## src/rtl/sih_pkg.sv

```systemverilog
package sih_pkg;
  // register port geometry
  localparam int unsigned REG_AW  = 6;
  localparam int unsigned N_LINES = 2;
  localparam int unsigned MAX_SRC = 24;

  // address regions, selected by addr[5:4]
  localparam logic [1:0] RGN_CTRL = 2'd0;
  localparam logic [1:0] RGN_EDGE = 2'd3;
  localparam logic [REG_AW-1:0] ADDR_CTRL = 6'h00;

  // register kind inside a line window, selected by addr[3:2]
  typedef enum logic [1:0] {
    K_STAT = 2'd0,
    K_MASK = 2'd1,
    K_TSET = 2'd2,
    K_NONE = 2'd3
  } line_reg_e;
endpackage

```

## src/rtl/sih_edge_detect.sv

```systemverilog
module sih_edge_detect #(
  parameter int unsigned N_SRC = 24
) (
  input  logic             clk,
  input  logic             rst_n,
  input  logic [N_SRC-1:0] src_i,
  input  logic [N_SRC-1:0] rise_en_i,
  input  logic [N_SRC-1:0] fall_en_i,
  output logic [N_SRC-1:0] evt_o
);
  logic [N_SRC-1:0] meta_q, sync_q, prev_q;

  always_ff @(posedge clk or negedge rst_n) begin
    if (!rst_n) begin
      meta_q <= '0;
      sync_q <= '0;
      prev_q <= '0;
    end else begin
      meta_q <= src_i;
      sync_q <= meta_q;
      prev_q <= sync_q;
    end
  end

  // one-cycle event per qualifying transition of the synchronised level
  assign evt_o = (sync_q & ~prev_q & rise_en_i) | (~sync_q & prev_q & fall_en_i);
endmodule

```

## src/rtl/sih_line.sv

```systemverilog
module sih_line #(
  parameter int unsigned N_SRC = 24,
  localparam int unsigned NB   = (N_SRC + 7) / 8
) (
  input  logic             clk,
  input  logic             rst_n,
  input  logic [N_SRC-1:0] evt_i,
  input  logic             cor_i,
  input  logic [NB-1:0]    stat_wr_sel,
  input  logic [NB-1:0]    stat_rd_sel,
  input  logic [NB-1:0]    mask_wr_sel,
  input  logic [NB-1:0]    tset_wr_sel,
  input  logic [7:0]       wdata,
  output logic [N_SRC-1:0] status_o,
  output logic [N_SRC-1:0] mask_o,
  output logic             irq_n_o
);
  logic [N_SRC-1:0] status_q, mask_q;
  logic [N_SRC-1:0] clr_vec, tset_vec, mask_we, set_vec;

  for (genvar i = 0; i < N_SRC; i++) begin : g_bit
    localparam int unsigned BY = i / 8;
    localparam int unsigned BI = i % 8;
    // clear source depends on mode: read strobe or write-one
    assign clr_vec[i]  = cor_i ? stat_rd_sel[BY] : (stat_wr_sel[BY] & wdata[BI]);
    assign tset_vec[i] = tset_wr_sel[BY] & wdata[BI];
    assign mask_we[i]  = mask_wr_sel[BY];
  end

  assign set_vec = evt_i | tset_vec;

  always_ff @(posedge clk or negedge rst_n) begin
    if (!rst_n) begin
      status_q <= '0;
      mask_q   <= '1;
    end else begin
      // set has priority so a coincident event is never lost
      status_q <= (status_q & ~clr_vec) | set_vec;
      for (int i = 0; i < N_SRC; i++)
        if (mask_we[i]) mask_q[i] <= wdata[i % 8];
    end
  end

  assign status_o = status_q;
  assign mask_o   = mask_q;
  assign irq_n_o  = ~|(status_q & ~mask_q);

  AST_EVENT_LATCHED: assert property (@(posedge clk) disable iff (!rst_n)
    (evt_i != '0) |=> ((status_q & $past(evt_i)) == $past(evt_i)));

  AST_NO_SILENT_DROP: assert property (@(posedge clk) disable iff (!rst_n)
    (clr_vec == '0) |=> (($past(status_q) & ~status_q) == '0));

  AST_TSET_APPLIES: assert property (@(posedge clk) disable iff (!rst_n)
    (tset_vec != '0) |=> ((status_q & $past(tset_vec)) == $past(tset_vec)));
endmodule

```

## src/rtl/sih_bank.sv

```systemverilog
module sih_bank
  import sih_pkg::*;
#(
  parameter int unsigned N_SRC = 24
) (
  input  logic                 clk,
  input  logic                 rst_n,
  input  logic [N_SRC-1:0]     src_i,
  input  logic                 reg_wr,
  input  logic                 reg_rd,
  input  logic [REG_AW-1:0]    reg_addr,
  input  logic [7:0]           reg_wdata,
  output logic [7:0]           reg_rdata,
  output logic                 reg_rvalid,
  output logic [N_LINES-1:0]   irq_n
);
  localparam int unsigned NB = (N_SRC + 7) / 8;  // status/mask bytes per line
  localparam int unsigned EB = (N_SRC + 3) / 4;  // edge-selection bytes

  logic             cor_q;
  logic [EB*8-1:0]  edge_q;
  logic [N_SRC-1:0] rise_en, fall_en, evt;
  logic [N_SRC-1:0] stat_w [N_LINES];
  logic [N_SRC-1:0] mask_w [N_LINES];
  logic [NB*8-1:0]  stat_pad [N_LINES];
  logic [NB*8-1:0]  mask_pad [N_LINES];
  logic [1:0]       region;
  line_reg_e        kind;
  logic [7:0]       rd_d;
  logic [7:0]       rdata_q;
  logic             rvalid_q;

  assign region = reg_addr[5:4];
  assign kind   = line_reg_e'(reg_addr[3:2]);

  // shared control and edge-selection storage
  always_ff @(posedge clk or negedge rst_n) begin
    if (!rst_n) begin
      cor_q  <= 1'b0;
      edge_q <= '0;
    end else if (reg_wr) begin
      if (reg_addr == ADDR_CTRL) cor_q <= reg_wdata[0];
      for (int k = 0; k < EB; k++)
        if (reg_addr == REG_AW'(48 + k)) edge_q[k*8 +: 8] <= reg_wdata;
    end
  end

  // two bits per source, four sources per byte, rising bit above falling
  for (genvar i = 0; i < N_SRC; i++) begin : g_edge_map
    assign rise_en[i] = edge_q[(i / 4) * 8 + (i % 4) * 2 + 1];
    assign fall_en[i] = edge_q[(i / 4) * 8 + (i % 4) * 2];
  end

  sih_edge_detect #(.N_SRC(N_SRC)) u_edge (
    .clk       (clk),
    .rst_n     (rst_n),
    .src_i     (src_i),
    .rise_en_i (rise_en),
    .fall_en_i (fall_en),
    .evt_o     (evt)
  );

  for (genvar l = 0; l < N_LINES; l++) begin : g_line
    logic [NB-1:0] s_wr, s_rd, m_wr, t_wr;
    for (genvar b = 0; b < NB; b++) begin : g_byte
      logic hit;
      assign hit     = (region == 2'(l + 1)) && (reg_addr[1:0] == 2'(b));
      assign s_wr[b] = reg_wr & hit & (kind == K_STAT);
      assign s_rd[b] = reg_rd & hit & (kind == K_STAT);
      assign m_wr[b] = reg_wr & hit & (kind == K_MASK);
      assign t_wr[b] = reg_wr & hit & (kind == K_TSET);
    end

    sih_line #(.N_SRC(N_SRC)) u_line (
      .clk         (clk),
      .rst_n       (rst_n),
      .evt_i       (evt),
      .cor_i       (cor_q),
      .stat_wr_sel (s_wr),
      .stat_rd_sel (s_rd),
      .mask_wr_sel (m_wr),
      .tset_wr_sel (t_wr),
      .wdata       (reg_wdata),
      .status_o    (stat_w[l]),
      .mask_o      (mask_w[l]),
      .irq_n_o     (irq_n[l])
    );

    assign stat_pad[l] = (NB*8)'(stat_w[l]);
    assign mask_pad[l] = (NB*8)'(mask_w[l]);
  end

  // read mux: unmapped locations and test-set bytes return zero
  always_comb begin
    rd_d = '0;
    unique case (region)
      RGN_CTRL: if (reg_addr == ADDR_CTRL) rd_d = {7'b0, cor_q};
      RGN_EDGE: begin
        if (!reg_addr[3])
          for (int k = 0; k < EB; k++)
            if (reg_addr[2:0] == 3'(k)) rd_d = edge_q[k*8 +: 8];
      end
      default: begin
        for (int b = 0; b < NB; b++)
          if (reg_addr[1:0] == 2'(b)) begin
            if (kind == K_STAT)      rd_d = stat_pad[reg_addr[5]][b*8 +: 8];
            else if (kind == K_MASK) rd_d = mask_pad[reg_addr[5]][b*8 +: 8];
          end
      end
    endcase
  end

  always_ff @(posedge clk or negedge rst_n) begin
    if (!rst_n) begin
      rdata_q  <= '0;
      rvalid_q <= 1'b0;
    end else begin
      rvalid_q <= reg_rd;
      if (reg_rd) rdata_q <= rd_d;
    end
  end

  assign reg_rdata  = rdata_q;
  assign reg_rvalid = rvalid_q;

  AST_RVALID_FOLLOWS: assert property (@(posedge clk) disable iff (!rst_n)
    reg_rd |=> reg_rvalid);

  AST_RVALID_ONLY_ON_READ: assert property (@(posedge clk) disable iff (!rst_n)
    !reg_rd |=> !reg_rvalid);
endmodule

```

## config.mk

```make
export PLATFORM = sky130hd
export DESIGN_NAME = sih_bank
export DESIGN_NICKNAME = d
export VERILOG_FILES = /design/src/rtl/sih_pkg.sv /design/src/rtl/sih_edge_detect.sv /design/src/rtl/sih_line.sv /design/src/rtl/sih_bank.sv
export SDC_FILE = /design/constraint.sdc
export NUM_CORES = 1
export LEC_CHECK = 0
export ABC_CLOCK_PERIOD_IN_PS = 2450
export CAP_MARGIN = 0
export CORE_UTILIZATION = 50
export CTS_BUF_LIST = sky130_fd_sc_hd__clkbuf_16
export DETAILED_ROUTE_END_ITERATION = 10
export GPL_TIMING_DRIVEN = 0
export PLACE_DENSITY = 0.68
export SETUP_SLACK_MARGIN = 0.5
export SLEW_MARGIN = 20
export SYNTH_ARGS = -nofsm -noshare
export SYNTH_HDL_FRONTEND = slang
export SYNTH_SLANG_ARGS = --single-unit
```

## constraint.sdc

```tcl
create_clock -name clk -period 2.45 [get_ports clk]
set_input_delay 0.245 -clock clk [delete_from_list [all_inputs] [get_ports clk]]
set_output_delay 0.245 -clock clk [all_outputs]
set_load 0.03 [all_outputs]
```

[After elaboration in Yosys (flattened, before gate mapping)]
Index checks and enable logic that the tools add are counted.
Widths: inputs -> output; s select.
Cells by class
  muxes and demuxes: 72
  shift operators: 0
  divide/modulo/power cells: 0
  bitwise operators: 152
  multipliers: 0
  magnitude comparators: 1
  equal/unequal tests: 18
  add/sub/neg operators: 0
  reduce and logical (&&, ||, !) cells: 22
Operators by type and width (count)
  $and 24x24->24: 8
  $mux 24: 6
  $not 24->24: 6
  $and 1x1->1: 132
  $mux 8: 16
  $or 24x24->24: 5
  $mux 1: 49
  $reduce_or 24->1: 2
  $eq 6x6->1 const B: 6
  $pmux 8 s2: 1
  $reduce_and 2->1: 7
  $eq 2x2->1 const B: 4
  $eq 2x1->1 const B: 3
  $eq 3x2->1 const B: 2
  $eq 3x3->1 const B: 2
  $logic_and 1x1->1: 6
  $logic_not 2->1: 3
  $logic_not 6->1: 1
  $eq 3x1->1 const B: 1
  $logic_not 3->1: 1
  $ge 2x2->1 const B: 1
  $logic_not 1->1: 2
  $not 1->2: 1
Storage, ports and cells
  latch bits: 0
  flip-flop bits (word level): 226
  logic and storage cells: 285
  bits in writable memories: 0
  bits in read-only memories: 0
  input port bits: 42
  memories kept: 0

[Depth between registers and ports, before layout]
  depth after elaboration: 14
  depth in mapped cells: 8
  depth with buffers taken out: 6

[By module]
From an unflattened synthesis, not the netlist that was laid out.
Unflattened totals
  cell total of the unflattened synthesis: 929
  area, all modules: 10567.6 um2
Modules (own cells, without submodules)
  sih_line: seq. area each 1231.2 um2, instances 2, cells an instance 231, area each 2249.7 um2
  sih_bank: seq. area each 1451.4 um2, instances 1, cells an instance 323, area each 3786.1 um2
  sih_edge_detect: seq. area each 1801.7 um2, instances 1, cells an instance 144, area each 2282.2 um2

[Worst setup path before layout]
Ideal clock, no wire load.
  path kind: input to register
  from: in reg_addr[5]
  to: reg rdata_q[6], in the netlist reg_rdata[6]
  cell stages on the path: 8
  slack: 0.590 ns
  setup time: 0.137 ns
  data required time: 2.313 ns
  arrival time: 1.723 ns
  cells stage by stage: buf_4 > buf_2 > inv_1 > ha_1 > and3b_1 > and3_1 > a221oi_1 > o31ai_1
On the way
  cells in the longest elaborated chain, start to end: 14
RTL lines
  start: declaration: RTL line sih_bank.sv:11  | input logic [REG_AW-1:0] reg_addr,
  $not 1->2 (not written as such): RTL line sih_bank.sv:106, sih_bank.sv:107
  $mux 24 (not written as such) (3 in a row): RTL line sih_bank.sv:107  | else if (kind == K_MASK) rd_d = mask_pad[reg_addr[5]][b*8 +: 8];
  $mux 8: RTL line sih_bank.sv:107
  $mux 8: RTL line sih_bank.sv:106  | if (kind == K_STAT) rd_d = stat_pad[reg_addr[5]][b*8 +: 8];
  $mux 8: RTL line sih_bank.sv:105  | if (reg_addr[1:0] == 2'(b)) begin
  $mux 8: RTL line sih_bank.sv:107
  $mux 8: RTL line sih_bank.sv:106
  $mux 8: RTL line sih_bank.sv:105
  $mux 8: RTL line sih_bank.sv:107
  $mux 8: RTL line sih_bank.sv:106
  $mux 8: RTL line sih_bank.sv:105
  $pmux 8 s2 *: RTL line sih_bank.sv:96  | unique case (region)
  end signal: assignment: RTL line sih_bank.sv:119  | if (reg_rd) rdata_q <= rd_d;
  end: declaration: RTL line sih_bank.sv:30  | logic [7:0] rdata_q;
Every way passes the cells marked *; elsewhere a longest branch is shown, timed or not. The select of a mux whose other input is x is not followed.
A chain may end at the register's enable or synchronous reset.

[Worst setup path after layout]
  from: reg g_line[0].u_line.mask_q[19]
  to: out irq_n[0]
On the way
  cells in the longest elaborated chain, start to end: 4
RTL lines
  start: declaration: RTL line sih_line.sv:18  | logic [N_SRC-1:0] status_q, mask_q;
  start signal: indexed assignment: RTL line sih_line.sv:40  | if (mask_we[i]) mask_q[i] <= wdata[i % 8];
  $not 24->24: RTL line sih_line.sv:46  | assign irq_n_o = ~|(status_q & ~mask_q);
  $and 24x24->24: RTL line sih_line.sv:46
  $reduce_or 24->1: RTL line sih_line.sv:46
  $logic_not 1->1: RTL line sih_line.sv:46
  end: declaration: RTL line sih_bank.sv:15  | output logic [N_LINES-1:0] irq_n
Every way passes these cells.

==> impl_metrics.yaml <==
global_route:
  grt_first_pass_wirelength_um: 47900
  globalRouteTotalUtil_pct: 30.4
  antenna_found_initial: 0
  gr-total-overflow: 0
  grt_max_degree: 79
  grt_pass1_vias: 7554
clocking:
  cts_tree: "yes"
  cts.htree.levels: 1
  cts_inserted_buffers: 25
  cts_root_buf: "clkbuf_16"
  clockBufferDepth: 3
  insertion_delay_ns: 0.54
  clk_pin_slew_ns: 0.06
  clock_sinks: 226
finish:
  drive_above_1_share_pct: 31.2
  post-route-util_pct: 60.8
  nFillCells: 1624
  multiInputGateArea_um2: 4490
  register_area_um2: 5720
  area_growth_syn_to_layout_pct: 18.5
  final_nets: 975
  diodes: 0
logic_synthesis:
  netlist_area_um2: 10500
  synth_area_leaders: "dfrtp_1 43%, dfstp_2 12%, mux2_2 11%"
  synth_top_area_share_pct: 42.6
  syn_nets: 893
  synth_seq_area_share_pct: 54.7
  synthArstFlopShare_pct: 100
  ys_ff_latch: 226
  synth_cell_types: 56
  syn_inst: 847
  yosysWarnings: 0
  synth_top_flop_cell: "dfrtp_1"
  synth_largest_area_cell: "dfrtp_1"
  synth-edff-count: 0
  syn_area_per_cell_um2: 12.3
worst_setup_path:
  r2r_start: "cor_q"
  cp_top_family: "simple AND/OR/NAND/NOR gates"
  worst-path-buf-inv: 2
  worstPathArrival_ns: 2.00
  cpPeakStageDelay_ns: 0.56
  endpoint_kind: "output pin"
  cp-startpoint: "g_line[0].u_line.mask_o[19]"
  crit_chain: "o22ai_1, nor4_2, and3_1, buf_4, buf_6"
  critical_path_class: "reg2out"
  cp_max_fo: 3
  required_ns: 2.20
  crit_path_start_kind: "register"
  slowest_stage: "dfstp_2"
timing:
  worst-slew-pin-transition_ns: 0.905
  fin_crit_ns: 2.24
  finalHoldViolCount: 0
  rsz0062_at_grt: "true"
  clock-skew-final_ns: 0.0112
  report.final.slew_viol_count: 0
  max_freq_mhz: 446
  postLayoutSetupSlackWorst_ns: 0.209
  setup_viol: 0
  worst_slew_margin_rel_pct: 39.7
  finalCritPeriodShare_pct: 91.5
placement:
  place_congestion: 1.01
  place_hpwl_um: 22200
  place_worst_setup_slack_ns: -0.712
  io_buffers: 44
die:
  core_area_um2: 20400
  rows: 52
  dieHeight_um: 147
  initial_core_util_pct: 51.3
  die_w_um: 147
  die_area_um2: 21500
  io_pins: 53
detailed_routing:
  vias_per_cell: 6.28
  drtAntennaViolNets: 0
  wl_per_cell_um: 25.9
  drc: 0
  firstDrtPassIters: 6
  drt-initial-drc-count: 782
  vias: 7653
  finalWirelength_um: 31600
power_and_ir_drop:
  p_per_area_nw_per_um2: 799
  vdd_drop_max_v: 0.000699
  p_leak_nw: 5.53
status:
  status: "completed"
min_path:
  hp-class: "in2reg"
  worstHoldStart: "src_i[17]"
job:
  cap_violations: 0
## per-layer routing
layer  GRT usage, %  part of all wire [%]  up-vias
li1               -                     -     3289
met1           43.3                    42     3896
met2           46.1                    45      385
met3           5.41                   8.0       83
met4           12.6                   4.6        0
met5              0                     0        -
## kinds of logic (layout without fill, tap and decap cells)
logic type,after synthesis,in the layout,share of synthesized area (%)
DFF,226,226,54.7
buffers and inverters,98,199,4.15
AOI/OAI and AO/OA,196,196,13.3
adders and majority gates,4,4,0.479
and+or+nand+nor,170,170,9.73
muxes,153,153,17.6
## power by group
| group | total, W | internal, W | leakage [nW] | switching (W) |
|---|---|---|---|---|
| sequential | 0.00481 | 0.00433 | 2.57 | 0.000481 |
| clock | 0.00348 | 0.00196 | 0.392 | 0.00152 |
| combinational | 0.00160 | 0.000777 | 2.57 | 0.000828 |
## what timing repair did
action                                 CTS  global route
setup buffers                            6             2
pin swaps                                9             3
endpoints found under the hold margin   52             0
setup endpoints to repair              115            58
hold buffers                             1             0
resized for setup                       42            22
## per-stage QoR
step	TNS, ns	instances	total power [W]	area (um2)	hold slack, ns
CTS	0	1216	0.00989	12200	0.127
floorplan	0	847	0.00566	10500	-0.0506
finish	0	1218	0.00989	12400	0.139
global placement	-1783.72	1161	0.00630	11200	0.332
detailed placement	-39.26	1163	0.00634	11300	0.274
global route	0	1218	0.0103	12400	0.132
## Yosys cell counts, types with 2 or more instances
master	number
o22ai_1	31
nand3_1	2
nand3b_1	25
buf_2	8
nor3_4	8
mux4_2	15
nand4_1	2
o21ai_0	38
or3_1	2
inv_1	57
dfstp_2	48
nor2_2	6
nor2_1	15
nor2b_1	12
buf_6	4
nor4_1	6
o221ai_1	2
dfrtp_1	178
or2_1	2
nand2_1	65
mux2_2	98
a21oi_2	2
o2bb2ai_1	2
a2bb2oi_1	4
a21o_1	24
buf_4	7
nor3_1	3
mux2i_1	39
a221o_1	24
and3_1	5
clkbuf_1	14
a31o_1	2
and3b_1	2
a31o_2	22
nor3_2	2
buf_1	8
ha_1	4
o32ai_1	5
nand2b_1	5
o2111ai_1	5
a21oi_1	26
a22oi_1	4
## state kept, by name, indices dropped and copies added (netlist names)
signal                  flops
u_edge.meta_q              24
u_edge.sync_q              24
u_edge.prev_q              24
edge_q                     48
g_line.u_line.mask_o       48
reg_rdata                   8
reg_rvalid                  1
g_line.u_line.status_o     48
cor_q                       1
## placed cells by master, fill, tap and decap left out, drive strengths merged, types with 7 or more instances in the layout
master           n
a31o            24
nor2b           12
nor2            22
nor3            13
nand3b          25
a21oi           28
clkdlybuf4s50   40
nor4             7
dfrtp          178
a21o            24
inv             64
nand2           66
clkinv          12
mux2            99
buf             36
clkbuf          43
o22ai           31
a221o           24
mux2i           39
mux4            15
o21ai           38
dfstp           48
## cell type report
cell class / count / area share (%)
plain buffers: 41 / 1.95
clock buffers: 25 / 5.05
clock inverters: 21 / 1.05
inverters: 57 / 1.73
multi-input cells: 523 / 36.3
flip-flops and latches: 226 / 46.2
well taps: 270 / 2.73
repair buffers: 55 / 5.04
## path summary, 6_finish.rpt
path                       slack [ns]  depth (start not counted)                            end
min in group asynchronous        0.30                          2  g_line[0].u_line.status_o[12]
max in group asynchronous        1.38                          3    g_line[0].u_line.mask_o[17]
max reg2reg                      0.57                          4  g_line[1].u_line.status_o[19]
max                              0.21                          5                       irq_n[0]
min reg2reg                      0.35                          0              u_edge.sync_q[20]
min                              0.14                          1              u_edge.meta_q[17]
Note: power is estimated with default switching activity, not from simulation.
